File: config.mk
export PLATFORM = sky130hd
export DESIGN_NAME = cfgb_bridge
export DESIGN_NICKNAME = d
export VERILOG_FILES = /design/src/rtl/cfgb_pkg.sv /design/src/rtl/cfgb_addr_reg.sv /design/src/rtl/cfgb_qualify.sv /design/src/rtl/cfgb_lanes.sv /design/src/rtl/cfgb_bridge.sv
export SDC_FILE = /design/constraint.sdc
export NUM_CORES = 1
export LEC_CHECK = 0
export CAP_MARGIN = 20
export CORE_MARGIN = 2
export CORE_UTILIZATION = 43
export CTS_CLUSTER_SIZE = 30
export DETAILED_ROUTE_END_ITERATION = 8
export GPL_ROUTABILITY_DRIVEN = 0
export PLACE_DENSITY = 0.8
export SYNTH_ARGS = -nofsm -noshare
export SYNTH_HDL_FRONTEND = slang
export SYNTH_SLANG_ARGS = --single-unit
File: constraint.sdc
create_clock -name clk -period 2.6 [get_ports clk]
set_input_delay 0.52 -clock clk [delete_from_list [all_inputs] [get_ports clk]]
set_output_delay 0.52 -clock clk [all_outputs]
set_load 0.005 [all_outputs]
File: src/rtl/cfgb_pkg.sv
package cfgb_pkg;
  typedef enum logic [1:0] {
    ST_IDLE = 2'd0,
    ST_REQ  = 2'd1,
    ST_WAIT = 2'd2,
    ST_ACK  = 2'd3
  } cfgb_state_t;

  localparam int unsigned DW = 32;
  localparam int unsigned FW = 8;
endpackage

File: src/rtl/cfgb_addr_reg.sv
module cfgb_addr_reg #(
  parameter int unsigned W = 32
) (
  input  logic         clk,
  input  logic         rst,
  input  logic         wr_en,
  input  logic [W-1:0] wr_data,
  output logic [W-1:0] q
);
  always_ff @(posedge clk) begin
    if (rst)        q <= '0;
    else if (wr_en) q <= wr_data;
  end


  sel_hold_chk: assert property (@(posedge clk) disable iff (rst)
    !wr_en |=> $stable(q));
endmodule

File: src/rtl/cfgb_qualify.sv
module cfgb_qualify #(
  parameter int unsigned LIMIT = 256,
  parameter int unsigned FW    = 8
) (
  input  logic          armed,
  input  logic [FW-1:0] sel_off,
  input  logic [FW-1:0] sel_devfn,
  input  logic [1:0]    acc_off,
  input  logic [2:0]    acc_len,
  input  logic          present,
  input  logic          powered,
  input  logic          hotadd,
  input  logic          fn0,
  output logic [FW-1:0] eff_off,
  output logic [2:0]    fwd_len,
  output logic          accept
);
  localparam int unsigned RW = FW + 1;
  localparam logic [RW-1:0] LIM = RW'(LIMIT);

  logic [RW-1:0] remain;
  logic          visible;
  logic          in_range;

  always_comb begin
    eff_off  = sel_off | FW'(acc_off);
    in_range = {1'b0, eff_off} < LIM;
    remain   = LIM - {1'b0, eff_off};
    fwd_len  = (remain < RW'(acc_len)) ? remain[2:0] : acc_len;
    visible  = present && powered && !(hotadd && (sel_devfn[2:0] != 3'd0) && !fn0);
    accept   = armed && visible && in_range;
  end
endmodule

File: src/rtl/cfgb_lanes.sv
module cfgb_lanes #(
  parameter int unsigned DW = 32
) (
  input  logic [1:0]    rd_off,
  input  logic [2:0]    rd_len,
  input  logic [DW-1:0] rsp_data,
  input  logic [1:0]    wr_off,
  input  logic [DW-1:0] wr_data,
  output logic [DW-1:0] rd_placed,
  output logic [DW-1:0] wr_aligned
);
  localparam int unsigned NB = DW / 8;

  logic [DW-1:0] masked;

  for (genvar b = 0; b < NB; b++) begin : g_byte
    assign masked[8*b +: 8] = (b < int'(rd_len)) ? rsp_data[8*b +: 8] : 8'h00;
  end

  assign rd_placed  = masked << {rd_off, 3'b000};
  assign wr_aligned = wr_data >> {wr_off, 3'b000};
endmodule

File: src/rtl/cfgb_bridge.sv
module cfgb_bridge
  import cfgb_pkg::*;
#(
  parameter int unsigned LIMIT = 256
) (
  input  logic          clk,
  input  logic          rst,
  input  logic          h_req,
  input  logic          h_we,
  input  logic          h_win,
  input  logic [1:0]    h_off,
  input  logic [2:0]    h_len,
  input  logic [31:0]   h_wdata,
  output logic          h_ready,
  output logic [31:0]   h_rdata,
  output logic [7:0]    probe_bus,
  output logic [7:0]    probe_devfn,
  input  logic          probe_present,
  input  logic          probe_powered,
  input  logic          probe_hotadd,
  input  logic          probe_fn0,
  output logic          req_valid,
  input  logic          req_ready,
  output logic          req_we,
  output logic [7:0]    req_bus,
  output logic [7:0]    req_devfn,
  output logic [7:0]    req_off,
  output logic [2:0]    req_len,
  output logic [31:0]   req_wdata,
  input  logic          rsp_valid,
  input  logic [31:0]   rsp_data
);
  cfgb_state_t st;
  logic [DW-1:0] sel;
  logic          sel_wr;
  logic [FW-1:0] eff_off;
  logic [2:0]    fwd_len;
  logic          accept;
  logic [1:0]    off_q;
  logic [DW-1:0] rd_placed;
  logic [DW-1:0] wr_aligned;

  assign sel_wr = (st == ST_IDLE) && h_req && !h_win && h_we &&
                  (h_off == 2'd0) && (h_len == 3'd4);

  cfgb_addr_reg #(.W(DW)) u_sel (
    .clk(clk), .rst(rst), .wr_en(sel_wr), .wr_data(h_wdata), .q(sel)
  );

  assign probe_bus   = sel[23:16];
  assign probe_devfn = sel[15:8];

  cfgb_qualify #(.LIMIT(LIMIT), .FW(FW)) u_qual (
    .armed(sel[31]), .sel_off(sel[7:0]), .sel_devfn(sel[15:8]),
    .acc_off(h_off), .acc_len(h_len),
    .present(probe_present), .powered(probe_powered),
    .hotadd(probe_hotadd), .fn0(probe_fn0),
    .eff_off(eff_off), .fwd_len(fwd_len), .accept(accept)
  );

  cfgb_lanes #(.DW(DW)) u_lanes (
    .rd_off(off_q), .rd_len(req_len), .rsp_data(rsp_data),
    .wr_off(h_off), .wr_data(h_wdata),
    .rd_placed(rd_placed), .wr_aligned(wr_aligned)
  );

  always_ff @(posedge clk) begin
    if (rst) begin
      st        <= ST_IDLE;
      h_ready   <= 1'b0;
      h_rdata   <= '0;
      req_valid <= 1'b0;
      req_we    <= 1'b0;
      req_bus   <= '0;
      req_devfn <= '0;
      req_off   <= '0;
      req_len   <= '0;
      req_wdata <= '0;
      off_q     <= '0;
    end else begin
      h_ready <= 1'b0;
      unique case (st)
        ST_IDLE: begin
          if (h_req) begin
            if (!h_win) begin
              if (!h_we) h_rdata <= sel;
              h_ready <= 1'b1;
              st      <= ST_ACK;
            end else if (accept) begin
              req_valid <= 1'b1;
              req_we    <= h_we;
              req_bus   <= sel[23:16];
              req_devfn <= sel[15:8];
              req_off   <= eff_off;
              req_len   <= fwd_len;
              req_wdata <= wr_aligned;
              off_q     <= h_off;
              st        <= ST_REQ;
            end else begin
              if (!h_we) h_rdata <= '1;
              h_ready <= 1'b1;
              st      <= ST_ACK;
            end
          end
        end
        ST_REQ: begin
          if (req_ready) begin
            req_valid <= 1'b0;
            if (req_we) begin
              h_ready <= 1'b1;
              st      <= ST_ACK;
            end else begin
              st <= ST_WAIT;
            end
          end
        end
        ST_WAIT: begin
          if (rsp_valid) begin
            h_rdata <= rd_placed;
            h_ready <= 1'b1;
            st      <= ST_ACK;
          end
        end
        ST_ACK: st <= ST_IDLE;
        default: st <= ST_IDLE;
      endcase
    end
  end


  armed_req_chk: assert property (@(posedge clk) disable iff (rst)
    req_valid |-> sel[31]);


  limit_req_chk: assert property (@(posedge clk) disable iff (rst)
    req_valid |-> ((9'(req_off) + 9'(req_len)) <= 9'(LIMIT)) && (req_len != 3'd0));


  req_hold_chk: assert property (@(posedge clk) disable iff (rst)
    (req_valid && !req_ready) |=> req_valid &&
      $stable({req_we, req_bus, req_devfn, req_off, req_len, req_wdata}));


  rd_wait_chk: assert property (@(posedge clk) disable iff (rst)
    (st == ST_WAIT && !rsp_valid) |=> !h_ready);


  ack_pulse_chk: assert property (@(posedge clk) disable iff (rst)
    h_ready |=> !h_ready);
endmodule

; ---- After elaboration in Yosys (flattened, before gate mapping)
; Cells that the tools add are included.
[totals]
register_bits = 130
in_bits = 80
out_inout_bits = 110
wordCells = 86
[classes]
n_addsub = 1
order_cmp = 5
n_eq_ne = 12
shifts = 2
mux = 31
n_bitwise = 1
reduce_logical = 22
[ops]
columns = op, n
row1 = 32-bit 2-to-1 mux, 6
row2 = 32-bit case mux with 2 select lines, 1
row3 = 8-bit 2-to-1 mux, 4
row4 = 32-bit by 5-bit left shift with 32-bit output, 1
row5 = 32-bit by 5-bit right shift with 32-bit output, 1
row6 = 1-bit 2-to-1 mux, 11
row7 = 1-bit logical AND, 10
row8 = 2-bit 2-to-1 mux, 5
row9 = 2-bit != test (second input constant), 5
row10 = 9-bit by 3-bit less-than comparator with 1-bit output, 1
row11 = 3-bit != test (second input constant), 3
row12 = 9-bit by 8-bit subtractor with 9-bit output (first input constant), 1
row13 = 8-bit by 2-bit OR with 8-bit output, 1
row14 = 2-bit case mux with 4 select lines, 1
row15 = 1-bit by 3-bit less-than comparator with 1-bit output (first input constant), 2
row16 = 2-bit by 3-bit less-than comparator with 1-bit output (first input constant), 2
row17 = 6-bit AND reduction, 1
row18 = 5-bit AND reduction, 1
row19 = 2-bit equality test (second input constant), 2
row20 = 2-bit logical NOT, 2
row21 = 4-bit AND reduction, 1
row22 = 2-bit nonzero test, 2
row23 = 3-bit equality test (second input constant), 1
row24 = 1-bit logical NOT, 3
row25 = other kinds (6), 6

; ---- Depth between registers and ports, before layout
[depth]
word_depth = 10
ltp_mapped = 11

; ---- By module
; Synthesis repeated with hierarchy kept, for this count alone.
[unflattened]
hier_cells = 816
hier_area_um2 = 6762.7
[modules_own_cells]
columns = module, n_inst, cells_each, area_each_um2, seq_area_each_um2
row1 = cfgb_bridge, 1, 509, 4185.3, 1961.9
row2 = cfgb_addr_reg, 1, 103, 1163.6, 640.6
row3 = cfgb_lanes, 1, 173, 1142.3, 0.0
row4 = cfgb_qualify, 1, 31, 271.5, 0.0

; ---- Worst setup path after synthesis
; OpenSTA, ideal clock, no wires.
[synth_path]
path_kind = input to register
startpoint = in h_off[1]
endpoint = reg req_len[1]
setup_ns = 0.133
t_arrival_ns = 2.476
path_slack_ns = -0.009
path_stages = 10
path_buffers = 2
path_cell_list = buf_6 clkbuf_1 nor2_1 ha_1 xnor2_1 ha_1 a211o_1 a211oi_4 mux2i_1 a211oi_2
[synth_between]
elab_chain_cells = 4
[synth_rtl]
columns = element, line_no
row1 = "start, declared", cfgb_bridge.sv:11  ; input logic [1:0] h_off,
row2 = 8-bit by 2-bit OR with 8-bit output *, cfgb_qualify.sv:26  ; eff_off = sel_off | FW'(acc_off);
row3 = 9-bit by 8-bit subtractor with 9-bit output *, cfgb_qualify.sv:28  ; remain = LIM - {1'b0, eff_off};
row4 = 9-bit by 3-bit less-than comparator with 1-bit output, cfgb_qualify.sv:29  ; fwd_len = (remain < RW'(acc_len)) ? remain[2:0] : acc_len;
row5 = 3-bit 2-to-1 mux *, cfgb_qualify.sv:29
row6 = "end signal, assigned", cfgb_bridge.sv:95  ; req_len <= fwd_len;
row7 = "end, declared", cfgb_bridge.sv:28  ; output logic [2:0] req_len,
; Every way passes the cells marked *; elsewhere a longest branch is shown, timed or not.
; A chain may end at the register's enable or synchronous reset.

; ---- Final worst setup path
[layout_path]
startpoint = in h_off[0]
endpoint = reg req_len[2]
; The elaborated chain is that of the path after synthesis.

==> out/qor.yml <==
worst_setup_path:
  arrival_ns: 2.77
  crit_path_max_fanout: 4
  cp_slowest_cell: "clkdlybuf4s50_1"
  critPathLaunchType: "input port"
  crit_required_ns: 2.88
  critPathBufInv: 1
  crit_family: "compound AO/OA/AOI/OAI gates"
  cp-end-kind: "register"
  path_cells: "clkdlybuf4s50_1 -> nor2_1 -> ha_2 -> xnor2_2 -> ha_1 -> a211o_1 -> a211oi_4 -> mux2i_2 -> a211oi_2"
  criticalPathCategory: "in -> reg"
  cpPeakStageDelay_ns: 0.48
drt:
  avgViaCountPerCell: 5.679
  drt_iter0_markers: 679
  wirelength_mm: 21.25
  drt-pass1-iter-count: 5
  num_vias: 6349
  ant_nets: 0
  route.detailed.drc: 0
  routedWlPerCell_um: 19.01
cells_and_area:
  utilization_pct: 63.41
  instances_no_fill: 1118
  drive_gt1_share_pct: 9.808
  insertedDiodeCount: 0
  design_area_um2: 8870
  syn2layout_area_growth_pct: 42.64
  final_cell_mix: "clkdlybuf4s50_1 (188), nand2_1 (137), dfxtp_1 (130), nor2_1 (94), a21oi_1 (71)"
  layout_commonest_cell: "clkdlybuf4s50_1"
  nNetsFinal: 1012
floorplanning:
  rows: 43
  io_pins: 190
  die_x_um: 124.3
  core_area_um2: 13990
  dieArea_um2: 15440
  initial_utilization_pct: 44.45
  die_y_um: 124.3
placement:
  port_buffers: 189
  post-place-ws_ns: -0.3341
  dpl.hpwl_mm: 15.40
  dp.cells: 1086
  placed_area_um2: 8300
timing:
  tightest_slew_ns: 0.8516
  timing.fmax_mhz: 401.0
  worst_clock_skew_ns: 0.008757
  setup_tns_ns: 0
  finalCriticalPeriod_ns: 2.493
  slew_headroom_pct: 43.15
  setup_viol: 0
  finalCritPeriodShare_pct: 95.90
  setup_slack_ns: 0.1065
  drv_slew: 0
  report.final.hold_viol_count: 0
logic_synthesis:
  synth_top_family_by_area: "simple AND/OR/NAND/NOR gates"
  syn-num-nets: 849
  yosysSeqAreaShare_pct: 41.85
  syn_inst: 762
  synthFlopType: "dfxtp_1"
  async_flop_share_pct: 0
  synthAdderAreaFrac_pct: 1.408
  synthMuxAreaShare_pct: 12.41
  avgSynthCellArea_um2: 8.161
  synthSimpleGateAreaFrac_pct: 18.87
  synth_compound_area_share_pct: 18.49
  synthesis.area_um2: 6218
  ys_warn_count: 0
  synth_cell_type_count: 44
  synth_seq_cells: 130
  synth_edf_count: 0
  synthXorXnorAreaFrac_pct: 0.1408
global_route:
  overflow: 0
  antenna_found_initial: 0
  globalRouteTotalUtil_pct: 26.53
  grt_pass1_wl_mm: 32.49
  grt_pass1_vias: 5928
  grt_max_degree: 63
clock_network:
  numCtsBuffers: 17
  cts_root_buffer: "clkbuf_16"
  cts.htree.levels: 4
  clockBufferDepth: 2
  cts_tree: "yes"
  clk_pin_slew_ns: 0.06
  clk_latency_ns: 0.42
  cts_sinks: 130
run:
  max_cap_viol_count: 0
min_path:
  hp-class: "reg -> reg"
power_and_ir_drop:
  swShare_pct: 28.87
  combPwrFrac_pct: 22.7
  power.switching_mw: 1.675
  irDropWorstVdd_mv: 0.4646
  seqPwrFrac_pct: 38.4
  p_int_mw: 4.128
  p_leak_nw: 3.336
  power_density_nw_per_um2: 654.2
  p_clk_share_pct: 39.0
run_status:
  outcome: "finished clean"
==> flip-flops by register name, summed over array words and instances (netlist names) <==
signal     count
req_bus        8
off_q          2
req_valid      1
req_len        3
h_ready        1
h_rdata       32
req_off        8
u_sel.q       32
req_wdata     32
st             2
req_we         1
req_devfn      8
==> worst register-to-register path, delay by kind of cell (launching register included) <==
kind	cells	cell delay, ns
mux	1	0.27
xor+xnor	1	0.15
compound gates	3	0.65
fa+ha+maj	2	0.51
flops	1	0.42
simple gates	1	0.10
==> synth_stat cells, drive strengths merged, types with 9 or more instances <==
master / number / share of area [%]
buf: 30 / 3.1
or3: 9 / 0.91
nand3: 11 / 0.89
inv: 16 / 0.97
o2111ai: 9 / 1.3
o22ai: 17 / 1.7
dfxtp: 130 / 42
nand2: 137 / 8.3
mux2i: 58 / 9.3
a211oi: 9 / 1.4
nor3: 18 / 1.4
a21oi: 71 / 5.7
clkbuf: 46 / 2.8
nor2: 94 / 5.7
o21ai: 17 / 1.4
mux2: 17 / 3.1
o221ai: 9 / 1.3
==> routing by layer <==
metal / global-route usage [%] / part of all wire [%]
met1: 34.89 / 43
met5: 0 / 0
met2: 41.24 / 45
met4: 11.90 / 3.4
met3: 6.529 / 9.0
==> logic make-up (layout without fill, tap and decap cells) <==
| group | count (synthesis) | in the layout |
|---|---|---|
| AO/OA/AOI/OAI | 173 | 173 |
| XOR/XNOR | 1 | 1 |
| adder cells (fa/ha/maj) | 7 | 7 |
| buffers and inverters | 92 | 268 |
| flip-flops | 130 | 130 |
| multiplexers | 75 | 75 |
| AND/OR/NAND/NOR | 284 | 284 |
==> per-stage QoR <==
step,hold WS [ns],total power [mW]
finish,0.4502,5.803
global route,0.4704,6.016
CTS,0.4529,5.805
detailed placement,0.4451,3.561
global placement,0.4378,3.542
floorplan,0.4482,2.903
==> worst paths after layout <==
kind	cells past startpoint	slack, ns	startpoint	end
max	9	0.11	h_off[0]	req_len[2]
min	2	0.45	h_rdata[11]	h_rdata[11]
max reg2reg	8	0.35	u_sel.q[0]	req_len[2]
min reg2reg	2	0.45	h_rdata[11]	h_rdata[11]
==> final cells by class <==
type | instances | area (µm²)
fillers | 1195 | 5119
repair buffers | 220 | 2197
well taps | 180 | 225.2
flip-flops and latches | 130 | 2603
clock inverters | 12 | 108.9
multi-input cells | 540 | 3229
inverters | 16 | 60.06
clock buffers | 20 | 446.7
==> power by group through the flow <==
stage                     logic [mW]  clock network [mW]  registers, mW
after detailed placement        1.29                   0           2.27
final                           1.32                2.26           2.23
after global routing            1.41                2.36           2.24
after global placement          1.28                   0           2.26
after floorplan                0.644                   0           2.26
after CTS                       1.30                2.28           2.22
==> timing repair <==
action	in CTS	in global routing
buffers inserted	0	0
hold buffers	0	0
resized for setup	0	3
setup endpoints to repair	0	2
(Power assumes the default switching activity.)
